File: config.mk
export PLATFORM = sky130hd
export DESIGN_NAME = wmd_unit
export DESIGN_NICKNAME = d
export VERILOG_FILES = /design/src/rtl/wmd_pkg.sv /design/src/rtl/wmd_ctrl.sv /design/src/rtl/wmd_dpath.sv /design/src/rtl/wmd_unit.sv
export SDC_FILE = /design/constraint.sdc
export NUM_CORES = 2
export LEC_CHECK = 0
export ABC_CLOCK_PERIOD_IN_PS = 19020
export CAP_MARGIN = 25
export CORE_MARGIN = 1
export CORE_UTILIZATION = 30
export DETAILED_ROUTE_END_ITERATION = 8
export DONT_BUFFER_PORTS = 1
export GPL_ROUTABILITY_DRIVEN = 0
export GPL_TIMING_DRIVEN = 1
export SLEW_MARGIN = 20
export SYNTH_ARGS = -nofsm -noshare
export SYNTH_HDL_FRONTEND = slang
export SYNTH_SLANG_ARGS = --single-unit
File: constraint.sdc
create_clock -name clk -period 19.02 [get_ports clk]
set_clock_uncertainty 0.2 [all_clocks]
set_input_delay 0.951 -clock clk [delete_from_list [all_inputs] [get_ports clk]]
set_output_delay 0.951 -clock clk [all_outputs]
set_load 0.03 [all_outputs]
File: src/rtl/wmd_pkg.sv
package wmd_pkg;

  localparam logic [6:0] MAJOR_CODE = 7'b0111011;
  localparam logic [6:0] GROUP_CODE = 7'b0000001;

  typedef enum logic [2:0] {
    OP_MUL,
    OP_DIV,
    OP_DIVU,
    OP_REM,
    OP_REMU,
    OP_BAD
  } wmdOp_e;

  typedef struct packed {
    logic loadFast;
    logic loadIter;
    logic step;
    logic finish;
  } wmdStrobe_t;

  function automatic wmdOp_e decodeOp(input logic [31:0] instr);
    wmdOp_e op;
    op = OP_BAD;
    if (instr[31:25] == GROUP_CODE && instr[6:0] == MAJOR_CODE) begin
      case (instr[14:12])
        3'b000:  op = OP_MUL;
        3'b100:  op = OP_DIV;
        3'b101:  op = OP_DIVU;
        3'b110:  op = OP_REM;
        3'b111:  op = OP_REMU;
        default: op = OP_BAD;
      endcase
    end
    return op;
  endfunction

endpackage

File: src/rtl/wmd_ctrl.sv
module wmd_ctrl
  import wmd_pkg::*;
#(
  parameter int WORD_W = 32
) (
  input  logic       clk,
  input  logic       rstN,
  input  logic       startIn,
  input  logic       isFast,
  output wmdStrobe_t strobes,
  output logic       busyOut,
  output logic       doneOut
);

  localparam int CNT_W = $clog2(WORD_W);
  localparam logic [CNT_W-1:0] LAST = CNT_W'(WORD_W - 1);

  typedef enum logic [1:0] {ST_IDLE, ST_ITER, ST_FIN} ctrlState_e;

  ctrlState_e state;
  logic [CNT_W-1:0] cnt;
  logic accept;

  assign accept  = startIn && (state == ST_IDLE);
  assign busyOut = (state != ST_IDLE);

  always_comb begin
    strobes.loadFast = accept && isFast;
    strobes.loadIter = accept && !isFast;
    strobes.step     = (state == ST_ITER);
    strobes.finish   = (state == ST_FIN);
  end

  always_ff @(posedge clk) begin
    if (!rstN) begin
      state   <= ST_IDLE;
      cnt     <= '0;
      doneOut <= 1'b0;
    end else begin
      doneOut <= 1'b0;
      case (state)
        ST_IDLE: begin
          if (accept) begin
            if (isFast) begin
              doneOut <= 1'b1;
            end else begin
              state <= ST_ITER;
              cnt   <= '0;
            end
          end
        end
        ST_ITER: begin
          cnt <= cnt + 1'b1;
          if (cnt == LAST) state <= ST_FIN;
        end
        ST_FIN: begin
          doneOut <= 1'b1;
          state   <= ST_IDLE;
        end
        default: state <= ST_IDLE;
      endcase
    end
  end

  AST_LOOP_EXIT: assert property (@(posedge clk) disable iff (!rstN)
    (state == ST_ITER && cnt == LAST) |=> (state == ST_FIN));
  AST_LOOP_ENTRY: assert property (@(posedge clk) disable iff (!rstN)
    strobes.loadIter |=> (state == ST_ITER && cnt == '0));
  AST_START_IGNORED: assert property (@(posedge clk) disable iff (!rstN)
    (startIn && state == ST_ITER && cnt != LAST) |=> (state == ST_ITER && !doneOut));

endmodule

File: src/rtl/wmd_dpath.sv
module wmd_dpath
  import wmd_pkg::*;
#(
  parameter int DATA_W = 64,
  parameter int WORD_W = 32
) (
  input  logic              clk,
  input  logic              rstN,
  input  logic [31:0]       instrIn,
  input  logic [DATA_W-1:0] opA,
  input  logic [DATA_W-1:0] opB,
  input  wmdStrobe_t        strobes,
  output logic              isFast,
  output logic [DATA_W-1:0] resultOut,
  output logic [4:0]        rdOut,
  output logic              wrEnOut,
  output logic              illegalOut
);

  localparam int EXT_W = DATA_W - WORD_W;
  localparam logic [WORD_W-1:0] MIN_NEG = {1'b1, {(WORD_W-1){1'b0}}};

  wmdOp_e op;
  logic [WORD_W-1:0] aw, bw, magA, magB, fastRes, finalRes;
  logic divZero, sOvf, signedOp, remOp, aNeg, bNeg;
  logic [4:0] rdField;
  logic unusedBits;

  logic [WORD_W-1:0] quoReg, remReg, divReg;
  logic negQ, negR, wantRem;
  logic [WORD_W:0] shifted, trial;
  logic fits;

  assign op       = decodeOp(instrIn);
  assign aw       = opA[WORD_W-1:0];
  assign bw       = opB[WORD_W-1:0];
  assign rdField  = instrIn[11:7];
  assign unusedBits = ^{opA[DATA_W-1:WORD_W], opB[DATA_W-1:WORD_W], instrIn[24:15]};
  assign divZero  = (bw == '0);
  assign signedOp = (op == OP_DIV) || (op == OP_REM);
  assign remOp    = (op == OP_REM) || (op == OP_REMU);
  assign sOvf     = signedOp && (aw == MIN_NEG) && (bw == '1);
  assign aNeg     = signedOp && aw[WORD_W-1];
  assign bNeg     = signedOp && bw[WORD_W-1];
  assign magA     = aNeg ? (~aw + 1'b1) : aw;
  assign magB     = bNeg ? (~bw + 1'b1) : bw;
  assign isFast   = (op == OP_MUL) || (op == OP_BAD) || divZero || sOvf;

  always_comb begin
    case (op)
      OP_MUL:          fastRes = aw * bw;
      OP_DIV, OP_DIVU: fastRes = divZero ? '1 : MIN_NEG;
      OP_REM, OP_REMU: fastRes = divZero ? aw : '0;
      default:         fastRes = '0;
    endcase
  end

  // restoring step: shift in next dividend bit, subtract if it fits
  assign shifted = {remReg, quoReg[WORD_W-1]};
  assign fits    = (shifted >= {1'b0, divReg});
  assign trial   = shifted - {1'b0, divReg};

  always_comb begin
    if (wantRem) finalRes = negR ? (~remReg + 1'b1) : remReg;
    else         finalRes = negQ ? (~quoReg + 1'b1) : quoReg;
  end

  always_ff @(posedge clk) begin
    if (!rstN) begin
      quoReg     <= '0;
      remReg     <= '0;
      divReg     <= '0;
      negQ       <= 1'b0;
      negR       <= 1'b0;
      wantRem    <= 1'b0;
      resultOut  <= '0;
      rdOut      <= '0;
      wrEnOut    <= 1'b0;
      illegalOut <= 1'b0;
    end else begin
      if (strobes.loadFast) begin
        resultOut  <= {{EXT_W{fastRes[WORD_W-1]}}, fastRes};
        rdOut      <= rdField;
        wrEnOut    <= (op != OP_BAD) && (rdField != 5'd0);
        illegalOut <= (op == OP_BAD);
      end
      if (strobes.loadIter) begin
        quoReg     <= magA;
        remReg     <= '0;
        divReg     <= magB;
        negQ       <= aNeg ^ bNeg;
        negR       <= aNeg;
        wantRem    <= remOp;
        rdOut      <= rdField;
        wrEnOut    <= (rdField != 5'd0);
        illegalOut <= 1'b0;
      end
      if (strobes.step) begin
        remReg <= fits ? trial[WORD_W-1:0] : shifted[WORD_W-1:0];
        quoReg <= {quoReg[WORD_W-2:0], fits};
      end
      if (strobes.finish) begin
        resultOut <= {{EXT_W{finalRes[WORD_W-1]}}, finalRes};
      end
    end
  end

  AST_REM_BELOW_DIVISOR: assert property (@(posedge clk) disable iff (!rstN)
    strobes.step |-> (remReg < divReg));
  AST_ITER_NONZERO_DIVISOR: assert property (@(posedge clk) disable iff (!rstN)
    strobes.loadIter |=> (divReg != '0));

endmodule

File: src/rtl/wmd_unit.sv
module wmd_unit
  import wmd_pkg::*;
#(
  parameter int DATA_W = 64,
  parameter int WORD_W = 32
) (
  input  logic              clk,
  input  logic              rstN,
  input  logic              startIn,
  input  logic [31:0]       instrIn,
  input  logic [DATA_W-1:0] opA,
  input  logic [DATA_W-1:0] opB,
  output logic              busyOut,
  output logic              doneOut,
  output logic [DATA_W-1:0] resultOut,
  output logic [4:0]        rdOut,
  output logic              wrEnOut,
  output logic              illegalOut
);

  wmdStrobe_t strobes;
  logic isFast;

  wmd_ctrl #(.WORD_W(WORD_W)) u_ctrl (
    .clk     (clk),
    .rstN    (rstN),
    .startIn (startIn),
    .isFast  (isFast),
    .strobes (strobes),
    .busyOut (busyOut),
    .doneOut (doneOut)
  );

  wmd_dpath #(.DATA_W(DATA_W), .WORD_W(WORD_W)) u_dpath (
    .clk        (clk),
    .rstN       (rstN),
    .instrIn    (instrIn),
    .opA        (opA),
    .opB        (opB),
    .strobes    (strobes),
    .isFast     (isFast),
    .resultOut  (resultOut),
    .rdOut      (rdOut),
    .wrEnOut    (wrEnOut),
    .illegalOut (illegalOut)
  );

  AST_SIGN_EXTENDED: assert property (@(posedge clk) disable iff (!rstN)
    doneOut |-> (resultOut[DATA_W-1:WORD_W] == {(DATA_W-WORD_W){resultOut[WORD_W-1]}}));
  AST_RD0_NO_WRITE: assert property (@(posedge clk) disable iff (!rstN)
    (doneOut && rdOut == 5'd0) |-> !wrEnOut);
  AST_ILLEGAL_NO_WRITE: assert property (@(posedge clk) disable iff (!rstN)
    (doneOut && illegalOut) |-> (!wrEnOut && resultOut == '0));
  AST_DONE_NOT_BUSY: assert property (@(posedge clk) disable iff (!rstN)
    doneOut |-> !busyOut);
  AST_BUSY_HOLDS_RD: assert property (@(posedge clk) disable iff (!rstN)
    (busyOut && startIn) |=> $stable(rdOut));

endmodule

Yosys cells after proc, flatten, opt, wreduce, memory -nomap -nowiden
Index checks and enable logic that the tools add are counted.
{ "totals": {"latchBits": 0, "memories": 0, "word_cells": 108, "out_inout_bits": 73, "ff_bits": 178, "ramBits": 0, "romBits": 0} }
{ "classes": {"bitwise_logic": 6, "multipliers": 1, "order_cmp": 1, "eq_ne": 20, "reduce_logical": 30, "div_mod_pow": 0, "n_addsub": 6, "mux": 31, "n_shift": 0} }
{ "ops": {"columns": ["op", "n"], "rows": [
  ["$mux 32", 11],
  ["$add 32x1->32 const B", 4],
  ["$mux 64", 2],
  ["$not 32->32", 4],
  ["$pmux 32 s3", 1],
  ["$eq 32x32->1 const B", 2],
  ["$ge 33x32->1", 1],
  ["$logic_not 32->1", 1],
  ["$mul 32x32->32", 1],
  ["$sub 32x32->32", 1],
  ["$mux 31", 1],
  ["$mux 5", 4],
  ["$eq 3x3->1 const B", 6],
  ["$pmux 3 s5", 1],
  ["$pmux 5 s2", 1],
  ["$reduce_bool 2->1", 5],
  ["$logic_and 1x1->1", 9],
  ["$eq 7x1->1 const B", 1],
  ["$eq 7x6->1 const B", 1],
  ["$eq 3x2->1 const B", 2],
  ["$logic_not 3->1", 2],
  ["$mux 2", 3],
  ["$reduce_and 3->1", 2],
  ["$reduce_or 2->1", 3],
  ["other kinds (18)", 26]
]} }

Longest topological paths before layout
{ "logic_depth": {"word_depth": 12, "mapped_depth": 28, "depth_no_buf": 26} }

Modules after synthesis
Synthesis repeated with hierarchy kept, for this count alone.
{ "unflattened": {"cells_unflattened": 3266, "area_unflattened_um2": 27282.4} }
{ "by_module_without_submodules": {"columns": ["mod", "seq_area_each_um2", "area_each_um2", "n_inst", "cells_each"], "rows": [
  ["wmd_dpath", 2762.6, 26893.3, 1, 3222],
  ["wmd_ctrl", 160.2, 389.1, 1, 44]
]} }

Worst setup path before layout
No wires, ideal clock.
{ "synth_path": {"path_type": "input port to flip-flop", "start": "in opB[3]", "end": "reg u_dpath.resultOut[26]", "t_arrival_ns": 7.858, "slack_ns": 10.835, "path_stages": 27, "required_ns": 18.692, "setup_time_ns": 0.128, "path_cell_list": "clkbuf_1 clkbuf_1 clkbuf_1 and2_1 fa_1 inv_1 fa_1 fa_1 fa_1 inv_1 fa_1 inv_1 fa_1 inv_1 fa_1 fa_1 ha_1 a21o_1 a21o_1 a21o_1 a211oi_1 o31a_1 o21ai_0 xor2_1 a221o_1 a222oi_1 nor2_1"} }
{ "synth_between": {"elab_chain_cells": 5, "word_cells_on_any_way": 13, "cone_classes": "mul: 1; eq/ne: 1; mux: 5; reduce/logical: 6"} }
{ "synth_lines": {"columns": ["element", "line_no", "source"], "rows": [
  ["from (decl)", "wmd_unit.sv:12", "input logic [DATA_W-1:0] opB,"],
  ["branches (longest 5 deep; another with $mul 32x32->32)", null, null],
  ["to (signal assigned)", "wmd_dpath.sv:82", "resultOut <= {{EXT_W{fastRes[WORD_W-1]}}, fastRes};"],
  ["to (signal assigned)", "wmd_dpath.sv:103", "resultOut <= {{EXT_W{finalRes[WORD_W-1]}}, finalRes};"],
  ["to (decl)", "wmd_dpath.sv:14", "output logic [DATA_W-1:0] resultOut,"]
]} }
Several ways; the timed one is not identified. The select of a mux whose other input is x is not followed.
A chain may end at the register's enable or synchronous reset.

Worst setup path in the final report
{ "layout_path": {"start": "in opB[2]", "end": "reg u_dpath.resultOut[62]"} }
{ "layout_between": {"elab_chain_cells": 5, "word_cells_on_any_way": 12, "cone_classes": "mul: 1; eq/ne: 1; mux: 4; reduce/logical: 6"} }
{ "layout_lines": {"columns": ["element"], "rows": [
  ["branches (longest 5 deep; another with $mul 32x32->32)"]
]} }
Several ways; the timed one is not identified. The select of a mux whose other input is x is not followed.

==> impl_metrics.toml <==
[yosys]
syn_nets = 3888
synth-seq-cells = 146
ys.warnings.count = 0
synth.top_cell.area_share_pct = 30.84
ys.flop_type = "dfxtp_1"
synth_area_leaders = "fa_1 (31%), dfxtp_1 (11%), ha_1 (7.6%)"
ys_async_sr_fraction_pct = 0
netlist_instances = 3154
synth_most_common_cell = "inv_1"
syn_area_per_cell_sq_um = 8.418
synth_edf_count = 0
synth_top_cell_by_area = "fa_1"
yosysSeqAreaShare_pct = 11.01
yosysUniqueCellTypes = 73
yosys-top-cells-count = "inv_1 (436), fa_1 (409), nand2_1 (343), and2_1 (315), clkbuf_1 (191)"
synthesis.area_sq_um = 26550

[clocking]
htree_levels = 4
clockBufferDepth = 2
clockRootBuffer = "clkbuf_16"
cts_inserted_buffers = 17
cts_tree = "yes"
cts_sinks = 146
clk_pin_slew_ns = 0.07
cts_resized = 0
clk_latency_ns = 0.45
postCtsSetupBuffers = 0
postCtsHoldBufs = 0

[routing]
final_antenna_net_count = 0
vias = 21870
drt_wl_total_mm = 90.54
avgRoutedWirePerCell_um = 21.99
first_iter_violations = 2000
drc = 0
vias_per_cell = 5.310
firstDrtPassIters = 8

[setup_path]
critical_path_class = "input pin to flip-flop"
startpoint_type = "input pin"
cp_cell_sequence = "and2_1 -> fa_1 -> inv_1 -> fa_1 -> fa_1 -> fa_1 -> inv_1 -> fa_1 -> inv_1 -> fa_1 -> inv_1 -> fa_1 -> fa_1 -> ha_1 -> a21o_1 -> a21o_1 -> a21o_1 -> a22o_1 -> o21ai_0 -> a211oi_1 -> o41ai_1 -> xnor2_1 -> a21oi_1 -> o22ai_1"
critPathMostFrequentCell = "fa_1"
cp_num_buf_inv = 4
worstSetupEndpointType = "flip-flop"
worstPathArrival_ns = 8.00
critPathTopFamily = "adder cells"
worst-path-max-fanout = 38
crit_required_ns = 19.10
crit_slowest_cell = "fa_1"
max_stage_delay_ns = 0.57

[global_route]
grt_max_degree = 97
gr-usage-met3_pct = 3.580
use_met1_pct = 26.29
grt_pass1_wl_mm = 137.6
overflow = 0
top_usage_layer = "met2"
use_met2_pct = 33.51
grt_pass1_vias = 22070
antenna_found_initial = 7
grt_usage_pct = 20.24

[timing]
slew_headroom_pct = 28.53
drv_slew = 0
min_period_over_period_pct = 41.64
period_minus_slack_ns = 7.920
setup_viol_count_final = 0
fin_setup_tns_ns = 0
hold_viol = 0
grt_setup_unrepaired = "no"
timing.fmax_mhz = 126.3
tightest_slew_ns = 1.072

[hold_path]
hp-class = "flip-flop to flip-flop"

[floorplan]
dieArea_sq_um = 89700
num_rows = 108
floorplan.initialDensity_pct = 30.46
die_y_um = 299.5
io_pins = 236
die_x_um = 299.5
core_sq_um = 87160

[flow_run]
max_cap_violations = 0

[outcome]
outcome = "finished clean"

[placement]
hpwl_mm = 65.28
io_buffers = 0

[final_layout]
syn_to_final_growth_pct = 4.500
drive_gt1_share_pct = 2.738
final_nets = 3679
fillers = 9197
-- through the flow --
stage / std cells / utilization, % / setup WS, ns / hold slack, ns / area (sq um)
after floorplan: 3154 / - / 10.83 / 0.2453 / 26550
after CTS: 4111 / 31.78 / 11.19 / 0.2831 / 27700
after detailed placement: 4079 / 31.07 / 10.76 / 0.2735 / 27080
after global routing: 4113 / 31.82 / 10.89 / 0.3027 / 27730
final: 4118 / 31.83 / 11.10 / 0.2759 / 27750
after global placement: 4079 / 31.07 / 10.83 / 0.2621 / 27080
-- flip-flops by register name (all words and copies together), names as in the netlist --
register and flops:
u_dpath.divReg 32, u_dpath.quoReg 32, u_dpath.remReg 32, u_dpath.resultOut 32, u_ctrl.cnt 5, u_dpath.rdOut 5, u_ctrl.state 2, u_ctrl.doneOut 1
u_dpath.illegalOut 1, u_dpath.negQ 1, u_dpath.negR 1, u_dpath.wantRem 1, u_dpath.wrEnOut 1
-- cell type report --
type	instances	area, sq um	share of cell area [%]
multi-input cells	2324	20920	75.38
repair buffers	19	177.7	0.6403
clock buffers	18	439.2	1.583
clock inverters	14	186.4	0.6719
flip-flops and latches	146	2928	10.55
diodes	5	12.51	0.04509
inverters	437	1642	5.916
well taps	1155	1445	5.208
-- per-layer routing --
metal | vias to the layer above | routed length (um)
met5 | - | 14
met4 | 2 | 3363
met3 | 182 | 8634
met2 | 903 | 42210
met1 | 11040 | 36320
li1 | 9743 | -
-- logic make-up (layout without fill, tap and decap cells) --
family	Yosys count	in the layout	synth area share, %
and+or+nand+nor	996	996	18.85
muxes	16	16	0.6079
adders and majority gates	571	571	38.47
other	0	5	0
DFF	146	146	11.01
AOI/OAI and AO/OA	518	518	13.40
xor gates and xnor gates	223	223	7.356
buffers and inverters	684	488	10.30
-- worst paths after layout --
path	start	end	slack, ns	cells after the start
worst min-delay path	u_dpath.divReg[31]$_SDFFE_PN0P_	u_dpath.divReg[31]$_SDFFE_PN0P_	0.28	2
worst max register to register	u_dpath.remReg[0]$_SDFFE_PN0P_	u_dpath.quoReg[0]$_SDFFE_PN0P_	15.09	12
worst min register to register	u_dpath.divReg[31]$_SDFFE_PN0P_	u_dpath.divReg[31]$_SDFFE_PN0P_	0.28	2
worst max-delay path	opB[2]	u_dpath.resultOut[62]$_SDFFE_PN0P_	11.10	24
-- cell usage in the layout, fill, tap and decap left out, drive strengths merged, types with 34 or more instances in the layout --
master / netlist / layout
inv: 437 / 444
o31ai: 35 / 35
o21ai: 113 / 113
a211oi: 47 / 47
a222oi: 34 / 34
nand2: 344 / 344
ha: 162 / 162
dfxtp: 146 / 146
nor2: 155 / 155
and2: 315 / 315
a21oi: 100 / 100
fa: 409 / 409
xor2: 86 / 86
xnor2: 137 / 137
-- tightest hold or removal path, stage by stage (launching register included) --
cell     delay [ns]
dfxtp_1        0.31
o21ai_0        0.06
a21oi_1        0.06
Power is left out: the tool's default activity adds up to more than one toggle a clock period on the data nets, which glitch-free logic cannot reach.
